### config.mk
export PLATFORM = sky130hd
export DESIGN_NAME = dly_trig_bank
export DESIGN_NICKNAME = d
export VERILOG_FILES = /design/src/rtl/dtm_pkg.sv /design/src/rtl/dtm_tick.sv /design/src/rtl/dtm_chan.sv /design/src/rtl/dly_trig_bank.sv
export SDC_FILE = /design/constraint.sdc
export NUM_CORES = 1
export LEC_CHECK = 0
export ABC_AREA = 1
export BUFFER_PORTS_ARGS = -buffer_cell sky130_fd_sc_hd__buf_2
export CAP_MARGIN = 20
export CORE_ASPECT_RATIO = 1.5
export CORE_MARGIN = 2
export CORE_UTILIZATION = 64
export DETAILED_ROUTE_END_ITERATION = 8
export HOLD_SLACK_MARGIN = 0.02
export PLACE_DENSITY = 0.9
export SYNTH_ARGS = -nofsm -noshare
export SYNTH_HDL_FRONTEND = slang
export SYNTH_SLANG_ARGS = --single-unit
### constraint.sdc
create_clock -name clk -period 5.8 [get_ports clk]
set_input_delay 1.16 -clock clk [delete_from_list [all_inputs] [get_ports clk]]
set_output_delay 1.16 -clock clk [all_outputs]
set_load 0.01 [all_outputs]
### src/rtl/dtm_pkg.sv
package dtm_pkg;

  localparam int REG_W     = 32;
  localparam int SLOT_W    = 8;
  localparam int CHAIN_W   = 4;
  localparam int LOOP_W    = 5;
  localparam int DLY_W     = 11;
  localparam int SLOT_LSB  = 24;
  localparam int KICK_POS  = 20;
  localparam int CHAIN_LSB = 16;
  localparam int LOOP_LSB  = 11;
  localparam int DLY_LSB   = 0;

  typedef enum logic [1:0] {
    OP_LOAD = 2'd0,
    OP_SET  = 2'd1,
    OP_CLR  = 2'd2,
    OP_NONE = 2'd3
  } wr_op_e;

  typedef struct packed {
    logic [SLOT_W-1:0]  slots;
    logic               kick;
    logic [CHAIN_W-1:0] chain;
    logic [LOOP_W-1:0]  loops;
    logic [DLY_W-1:0]   delay;
  } chan_cfg_t;

  function automatic chan_cfg_t cfg_from_word(input logic [REG_W-1:0] w);
    chan_cfg_t c;
    c.slots = w[SLOT_LSB +: SLOT_W];
    c.kick  = w[KICK_POS];
    c.chain = w[CHAIN_LSB +: CHAIN_W];
    c.loops = w[LOOP_LSB +: LOOP_W];
    c.delay = w[DLY_LSB +: DLY_W];
    return c;
  endfunction

  function automatic logic [REG_W-1:0] cfg_to_word(input chan_cfg_t c);
    logic [REG_W-1:0] w;
    w = '0;
    w[SLOT_LSB +: SLOT_W]   = c.slots;
    w[KICK_POS]             = c.kick;
    w[CHAIN_LSB +: CHAIN_W] = c.chain;
    w[LOOP_LSB +: LOOP_W]   = c.loops;
    w[DLY_LSB +: DLY_W]     = c.delay;
    return w;
  endfunction

  // Register update for the three active aliases.
  function automatic chan_cfg_t cfg_apply(input chan_cfg_t old,
                                          input logic [REG_W-1:0] w,
                                          input wr_op_e op);
    case (op)
      OP_LOAD: return cfg_from_word(w);
      OP_SET:  return cfg_from_word(cfg_to_word(old) | w);
      OP_CLR:  return cfg_from_word(cfg_to_word(old) & ~w);
      default: return old;
    endcase
  endfunction

  // True when the write (re)arms the channel and so reloads its counter.
  function automatic logic kick_written(input wr_op_e op, input logic [REG_W-1:0] w);
    return ((op == OP_LOAD) || (op == OP_SET)) && w[KICK_POS];
  endfunction

  // The counter expires on the tick that finds it at one or zero.
  function automatic logic count_done(input logic [DLY_W-1:0] c);
    return c <= DLY_W'(1);
  endfunction

  function automatic logic [LOOP_W-1:0] loop_after(input logic [LOOP_W-1:0] l);
    return (l == '0) ? '0 : l - LOOP_W'(1);
  endfunction

endpackage

### src/rtl/dtm_tick.sv
module dtm_tick #(
  parameter int TICK_DIV = 125000
) (
  input  logic clk,
  input  logic rst_n,
  output logic tick_o
);
  generate
    if (TICK_DIV > 1) begin : g_div
      localparam int PRE_W = $clog2(TICK_DIV);
      localparam logic [PRE_W-1:0] PRE_LAST = PRE_W'(TICK_DIV - 1);
      logic [PRE_W-1:0] pre_q;

      always_ff @(posedge clk or negedge rst_n) begin
        if (!rst_n)                pre_q <= '0;
        else if (pre_q == PRE_LAST) pre_q <= '0;
        else                       pre_q <= pre_q + PRE_W'(1);
      end

      assign tick_o = (pre_q == PRE_LAST);

      // a tick is never followed directly by another tick.
      p_tick_gap_r2: assert property (@(posedge clk) disable iff (!rst_n)
        tick_o |=> !tick_o);
    end else begin : g_pass
      assign tick_o = 1'b1;
    end
  endgenerate
endmodule

### src/rtl/dtm_chan.sv
module dtm_chan
  import dtm_pkg::*;
(
  input  logic             clk,
  input  logic             rst_n,
  input  logic             tick_i,
  input  logic             sw_wr_i,
  input  wr_op_e           sw_op_i,
  input  logic [REG_W-1:0] sw_data_i,
  input  logic             restart_i,
  output chan_cfg_t        cfg_o,
  output logic             expire_o
);
  chan_cfg_t        cfg_q, cfg_n;
  logic [DLY_W-1:0] cnt_q, cnt_n;
  logic             running;
  logic [LOOP_W-1:0] loops_left;

  assign running    = cfg_q.kick;
  assign expire_o   = tick_i && running && count_done(cnt_q);
  assign loops_left = loop_after(cfg_q.loops);

  always_comb begin
    cfg_n = cfg_q;
    cnt_n = cnt_q;
    if (sw_wr_i) begin
      // software owns the register in its write cycle.
      cfg_n = cfg_apply(cfg_q, sw_data_i, sw_op_i);
      if (kick_written(sw_op_i, sw_data_i)) cnt_n = cfg_n.delay;
    end else begin
      if (expire_o) begin
        cfg_n.loops = loops_left;
        cnt_n       = cfg_q.delay;
        if (loops_left == '0) cfg_n.kick = 1'b0;
      end else if (tick_i && running) begin
        cnt_n = cnt_q - DLY_W'(1);
      end
      if (restart_i) begin
        cfg_n.kick = 1'b1;
        cnt_n      = cfg_q.delay;
      end
    end
  end

  always_ff @(posedge clk or negedge rst_n) begin
    if (!rst_n) begin
      cfg_q <= '0;
      cnt_q <= '0;
    end else begin
      cfg_q <= cfg_n;
      cnt_q <= cnt_n;
    end
  end

  assign cfg_o = cfg_q;

  // the final round stops the channel unless it is restarted.
  p_last_round_stops_r7: assert property (@(posedge clk) disable iff (!rst_n)
    (expire_o && (cfg_q.loops <= LOOP_W'(1)) && !restart_i && !sw_wr_i) |=> !cfg_q.kick);

  // a middle round counts down and keeps running.
  p_round_counts_down_r7: assert property (@(posedge clk) disable iff (!rst_n)
    (expire_o && (cfg_q.loops > LOOP_W'(1)) && !sw_wr_i)
      |=> (cfg_q.kick && (cfg_q.loops == $past(cfg_q.loops) - LOOP_W'(1))));

  // a chain restart arms the channel with a fresh count.
  p_restart_arms_r6: assert property (@(posedge clk) disable iff (!rst_n)
    (restart_i && !sw_wr_i) |=> (cfg_q.kick && (cnt_q == $past(cfg_q.delay))));

  // a stopped channel stays stopped and its count frozen.
  p_idle_holds_r8: assert property (@(posedge clk) disable iff (!rst_n)
    (!cfg_q.kick && !restart_i && !sw_wr_i) |=> (!cfg_q.kick && $stable(cnt_q)));

  // a write that does not arm leaves the counter untouched by hardware.
  p_sw_owns_count_r9: assert property (@(posedge clk) disable iff (!rst_n)
    (sw_wr_i && !kick_written(sw_op_i, sw_data_i)) |=> $stable(cnt_q));
endmodule

### src/rtl/dly_trig_bank.sv
module dly_trig_bank
  import dtm_pkg::*;
#(
  parameter int TICK_DIV = 125000,
  parameter int N_CH     = 4
) (
  input  logic                                clk,
  input  logic                                rst_n,
  input  logic                                wr_valid,
  input  logic [((N_CH > 1) ? $clog2(N_CH) : 1) + 1:0] wr_addr,
  input  logic [31:0]                         wr_data,
  input  logic [((N_CH > 1) ? $clog2(N_CH) : 1) - 1:0] rd_addr,
  output logic [31:0]                         rd_data,
  output logic                                base_tick,
  output logic [SLOT_W-1:0]                   conv_req,
  output logic [N_CH-1:0]                     dly_expire
);
  localparam int CH_IDX_W = (N_CH > 1) ? $clog2(N_CH) : 1;
  localparam int ADDR_W   = CH_IDX_W + 2;

  logic                tick;
  wr_op_e              wr_op;
  logic [CH_IDX_W-1:0] wr_ch;
  logic [N_CH-1:0]     wr_hit;
  logic [N_CH-1:0]     expire_vec;
  logic [N_CH-1:0]     restart_vec;
  logic [SLOT_W-1:0]   req_any;
  chan_cfg_t           cfg_vec [N_CH];
  logic [SLOT_W-1:0]   conv_req_q;
  logic [N_CH-1:0]     dly_expire_q;

  dtm_tick #(.TICK_DIV(TICK_DIV)) u_tick (
    .clk    (clk),
    .rst_n  (rst_n),
    .tick_o (tick)
  );

  assign wr_op = wr_op_e'(wr_addr[ADDR_W-1 -: 2]);
  assign wr_ch = wr_addr[CH_IDX_W-1:0];

  generate
    for (genvar g = 0; g < N_CH; g++) begin : g_ch
      assign wr_hit[g] = wr_valid && (wr_ch == CH_IDX_W'(g)) && (wr_op != OP_NONE);
      dtm_chan u_chan (
        .clk       (clk),
        .rst_n     (rst_n),
        .tick_i    (tick),
        .sw_wr_i   (wr_hit[g]),
        .sw_op_i   (wr_op),
        .sw_data_i (wr_data),
        .restart_i (restart_vec[g]),
        .cfg_o     (cfg_vec[g]),
        .expire_o  (expire_vec[g])
      );
    end
  endgenerate

  // Merge slot requests and fan out chain restarts of all expiring channels.
  always_comb begin
    req_any     = '0;
    restart_vec = '0;
    for (int i = 0; i < N_CH; i++) begin
      if (expire_vec[i]) begin
        req_any = req_any | cfg_vec[i].slots;
        for (int j = 0; j < N_CH; j++) begin
          if (cfg_vec[i].chain[j]) restart_vec[j] = 1'b1;
        end
      end
    end
  end

  always_ff @(posedge clk or negedge rst_n) begin
    if (!rst_n) begin
      conv_req_q   <= '0;
      dly_expire_q <= '0;
    end else begin
      conv_req_q   <= req_any;
      dly_expire_q <= expire_vec;
    end
  end

  always_comb begin
    rd_data = '0;
    for (int i = 0; i < N_CH; i++) begin
      if (rd_addr == CH_IDX_W'(i)) rd_data = cfg_to_word(cfg_vec[i]);
    end
  end

  assign base_tick  = tick;
  assign conv_req   = conv_req_q;
  assign dly_expire = dly_expire_q;

  // channels only expire on a timebase tick.
  p_expire_on_tick_r4: assert property (@(posedge clk) disable iff (!rst_n)
    (|expire_vec) |-> tick);

  // a request pulse always follows an expiry.
  p_req_needs_expiry_r5: assert property (@(posedge clk) disable iff (!rst_n)
    (|conv_req_q) |-> $past(|expire_vec));
endmodule

---- Word-level counts from Yosys, hierarchy flattened ----
Cells that the tools add are included.
storage, ports and cells
  flip-flop bits (word level) ............. 189
  output and inout port bits .............. 45
  word-level logic and storage cells ...... 213
cells by class
  add/sub/neg operators ................... 9
  order comparisons ....................... 4
  eq/ne operators ......................... 18
  mux-type cells .......................... 81
  bitwise gates (word level) .............. 12
  reductions and logical operators ........ 62
operator list
  operator                 count
  $pmux W29 S3             4
  $mux W11                 20
  $and A32 B32 Y32         4
  $mux W32                 4
  $or A32 B32 Y32          4
  $mux W5                  12
  $le A11 B1 Y1 const B    4
  $sub A11 B1 Y11 const B  4
  $logic_not A5 Y1         8
  $mux W1                  32
  $mux W8                  4
  $not A32 Y32             1
  $reduce_bool A3 Y1       9
  $or A8 B8 Y8             3
  $reduce_and A2 Y1        12
  $sub A5 B1 Y5 const B    4
  $add A17 B1 Y17 const B  1
  $eq A17 B17 Y1 const B   1
  $logic_and A1 B1 Y1      17
  $mux W17                 1
  $mux W4                  4
  $ne A4 B4 Y1 const B     4
  $reduce_bool A4 Y1       4
  $reduce_and A3 Y1        4
  other kinds (6)          21

---- Longest topological paths before layout ----
  depth in word-level cells ............... 12
  mapped depth ............................ 15

---- Cells and area by module ----
Synthesis repeated with hierarchy kept, for this count alone.
second synthesis, totals
  cells, all modules ...................... 1872
  area total of the unflattened synthesis .. 13354.1 µm²
by module, submodules not included
  module                          times used  cells an instance  area an instance (µm²)  seq. area each (µm²)
  dtm_chan at g_ch[1].u_chan ...  3           371                2723.9                  1001.0
  dtm_chan at g_ch[0].u_chan      1           367                2637.5                  1001.0
  dly_trig_bank                   1           259                1571.5                  300.3
  dtm_tick                        1           133                973.4                   425.4

---- Least setup slack after synthesis ----
Ideal clock, no wire load.
  kind .................................... input -> output
  start point ............................. input port rd_addr[0] (netlist bit)
  end point ............................... output port rd_data[19]
  data arrival time ....................... 2295 ps
  data required time ...................... 4640 ps
  path slack .............................. 2345 ps
  cell stages on the path ................. 6
  buffers on the path ..................... 3
  cells stage by stage .................... clkbuf_1 -> nor2_1 -> clkbuf_1 -> clkbuf_1 -> nand2_1 -> a31oi_1
between the ends
  longest elaborated chain between the ends .. 5
  elaborated cells between the ends (all ways) .. 8
  classes of those cells .................. eq/ne: 3; mux: 4; reduce/logical: 1
RTL lines
  element                 RTL line             source
  from (decl)             dly_trig_bank.sv:12  input logic [((N_CH > 1) ? $clog2(N_CH) : 1) - 1:0] rd_addr,
  $logic_not A2 Y1        dly_trig_bank.sv:85  if (rd_addr == CH_IDX_W'(i)) rd_data = cfg_to_word(cfg_vec[i]);
  $mux W32 (3 in series)  dly_trig_bank.sv:85
  $mux W32 (*)            dly_trig_bank.sv:85
  to (decl)               dly_trig_bank.sv:13  output logic [31:0] rd_data,
Every way passes the cells marked *; elsewhere a longest branch is shown, timed or not.

---- Worst setup path after layout ----
  start point ............................. input port rd_addr[1] (netlist bit)
  end point ............................... output port rd_data[16]
Same word-level chain as after synthesis.

==> results.json <==
{
  "final_max_slew_viol_count": 0,
  "syn_area_um2": 11800,
  "io_pins": 86,
  "synthToLayoutAreaGrowth_pct": 8.90,
  "die-width_um": 115,
  "cts-root-buf": "clkbuf_16",
  "ant_nets": 0,
  "cap_violations": 0,
  "grt_pass1_wl_um": 56500,
  "post-cts-setup-buffer-count": 0,
  "timing.critical_path.required_ps": 4640,
  "synth_top_area_frac": 0.402,
  "initial_core_util": 0.653,
  "max_slew.worst_pin.slew_ps": 1120,
  "yosys_register_bits": 189,
  "path_clk_slew_ps": 70,
  "hold_class": "reg2reg",
  "first_global_vias": 11700,
  "synth_top_cell_by_area": "dfrtp_1",
  "groute.usage.overall": 0.372,
  "vias": 11800,
  "crit_type": "in2out",
  "synthTopCellsByArea": "dfrtp_1 (40%), nand2_1 (12%), o21ai_0 (8.6%)",
  "fin_cells": 1870,
  "hold_viol": 0,
  "cp.arrival_ps": 3210,
  "min_period_over_period": 0.753,
  "synth_edf_count": 0,
  "ys_seq_area_frac": 0.402,
  "drc": 0,
  "clock-sinks": 189,
  "globalRouteOverflowTotal": 0,
  "r2r_start": "g_ch[2].u_chan.cnt_q[0]$_DFFE_PN0P_",
  "grt_setup_unrepaired": "no",
  "min_path_cells": 1,
  "finalSetupViolCount": 0,
  "cts_tree": "done",
  "dpl.cell_count": 1837,
  "rrSetupSlack_ps": 2690,
  "endpoint_kind": "output port",
  "synthCells": 1592,
  "clockBufferDepth": 2,
  "die_y_um": 170,
  "yosysWarnings": 0,
  "initialDrtViolationCount": 1481,
  "antenna_found_initial": 0,
  "powerDensity_nw_per_um2": 370,
  "irDropWorstVdd_mv": 0.219,
  "min_to": "u_tick.g_div.pre_q[0]$_DFF_PN0_",
  "rr_endpoint": "g_ch[2].u_chan.cnt_q[7]$_DFFE_PN0P_",
  "cts_made_buffers": 17,
  "synth_ff_type": "dfrtp_1",
  "via_per_inst": 6.32,
  "skew_ps": 11.2,
  "drive_gt1_frac": 0.126,
  "min-delay-start": "u_tick.g_div.pre_q[0]$_DFF_PN0_",
  "grt_max_degree": 99,
  "gp_congestion": 0.976,
  "reg2regPathDepth": 10,
  "fmax_mhz": 229,
  "cp-start-kind": "input pin",
  "hpwl_um": 25000,
  "fin_tns_setup_ps": 0,
  "htree_levels": 4,
  "synth_cell_types": 50,
  "slew_headroom": 0.255,
  "ys_async_sr_fraction": 1.00,
  "rows": 60,
  "diodes": 0,
  "period_needed_ps": 4370,
  "status": "completed",
  "cts_hold_buf": 0,
  "cts_resized": 0,
  "syn_avg_cell_area_um2": 7.39,
  "totalWireLength_um": 35200,
  "wl_per_cell_um": 18.8,
  "die_area_um2": 19500,
  "drtPass1Iterations": 8,
  "port_buffers": 79,
  "p_leak_nw": 6.56,
  "worstSkewPairLatency_ps": 460,
  "nets": 1694,
  "core_um2": 18000,
  "cp_max_fo": 21
}
flip-flops by register name, indices dropped and copies added (netlist names):
name	cells
g_ch.u_chan.cfg_o	112
g_ch.u_chan.cnt_q	44
u_tick.g_div.pre_q	17
conv_req	8
dly_expire	4
g_ch.u_chan.running	4
layer usage:
metal	wire length, um	global-route usage
met4	3100	0.285
met1	12200	0.430
met2	16800	0.608
met5	0	0
met3	3130	0.0673
layout by cell type (no fill, tap or decap), drive strengths merged:
master   synthesis  layout
buf             30      91
clkbuf          35      18
o21bai          20      20
inv            185     193
clkinv           4      11
o22ai           18      18
nand4           17      17
ha              13      13
a221o            1       1
a211oi           2       2
and3             1       1
nor2           118     118
a21oi           92      92
o21ai          205     205
nand3b           5       5
nor3b            1       1
a31oi            9       9
nor3            25      25
o31ai           10      10
conb             1       3
a221oi           2       2
o21a             3       3
o2111ai         13      13
xnor2            8       8
or2              6       6
xor2            34      34
dfrtp          189     189
o221ai           2       2
nand2          399     399
nand3          139     139
nor4             5       5
per-stage QoR:
step / cell area [um2] / hold WS [ps] / power [mW] / setup WS, ps / utilization
detailed placement: 12200 / 454 / 3.50 / 1480 / 0.677
global route: 12800 / 511 / 5.02 / 1430 / 0.711
finish: 12800 / 465 / 4.74 / 1430 / 0.711
CTS: 12800 / 464 / 4.69 / 1470 / 0.710
floorplan: 11800 / 433 / 3.03 / 2340 / -
global placement: 12200 / 444 / 3.43 / 1530 / 0.677
power by group:
part	internal, mW	switching [mW]	total [mW]
logic	0.615	1.01	1.62
registers	1.62	0.297	1.92
clock network	0.583	0.610	1.19
total	2.82	1.92	4.74
how the worst max path moves through the flow:
stage	startpoint	end	slack (ps)	depth (start not counted)
after CTS	rd_addr[1]	rd_data[5]	1470	7
after global placement	rd_addr[1]	rd_data[16]	1530	7
after global routing	rd_addr[0]	rd_data[5]	1430	8
after floorplan	rd_addr[0]	rd_data[19]	2340	6
final	rd_addr[1]	rd_data[16]	1430	7
after detailed placement	rd_addr[1]	rd_data[20]	1480	7
synthesized netlist by cell type, drive strengths merged, types with 2 or more instances:
library cell	instances
o22ai	18
o221ai	2
o21a	3
o21bai	20
a211oi	2
clkinv	4
a31oi	9
nor4	5
clkbuf	35
or2	6
nand3	139
ha	13
nand4	17
xnor2	8
a21oi	92
nor3	25
nand2	399
o21ai	205
o31ai	10
inv	185
nor2	118
xor2	34
dfrtp	189
o2111ai	13
a221oi	2
nand3b	5
buf	30
worst max-delay path, cell delays in order:
cell and delay [ps]:
buf_2 320, inv_1 140, nor2_2 860, buf_4 290, nand2_1 70, a31oi_1 180, buf_2 170
kinds of logic (layout without fill, tap and decap cells):
group	Yosys count	count (layout)	synth area share
adders and majority gates	13	13	0.0138
and+or+nand+nor	716	716	0.285
xor gates and xnor gates	42	42	0.0313
other	1	3	0.000319
AOI/OAI and AO/OA	377	377	0.177
DFF	189	189	0.402
buffers and inverters	254	313	0.0908
area by class of cell:
type                    count  area (um2)
clock buffers              17         425
fillers                  1393        5200
flip-flops and latches    189        4730
well taps                 217         272
multi-input cells        1151        5980
repair buffers             92         522
inverters                 189         716
clock inverters            15         171
(Power assumes the default switching activity.)
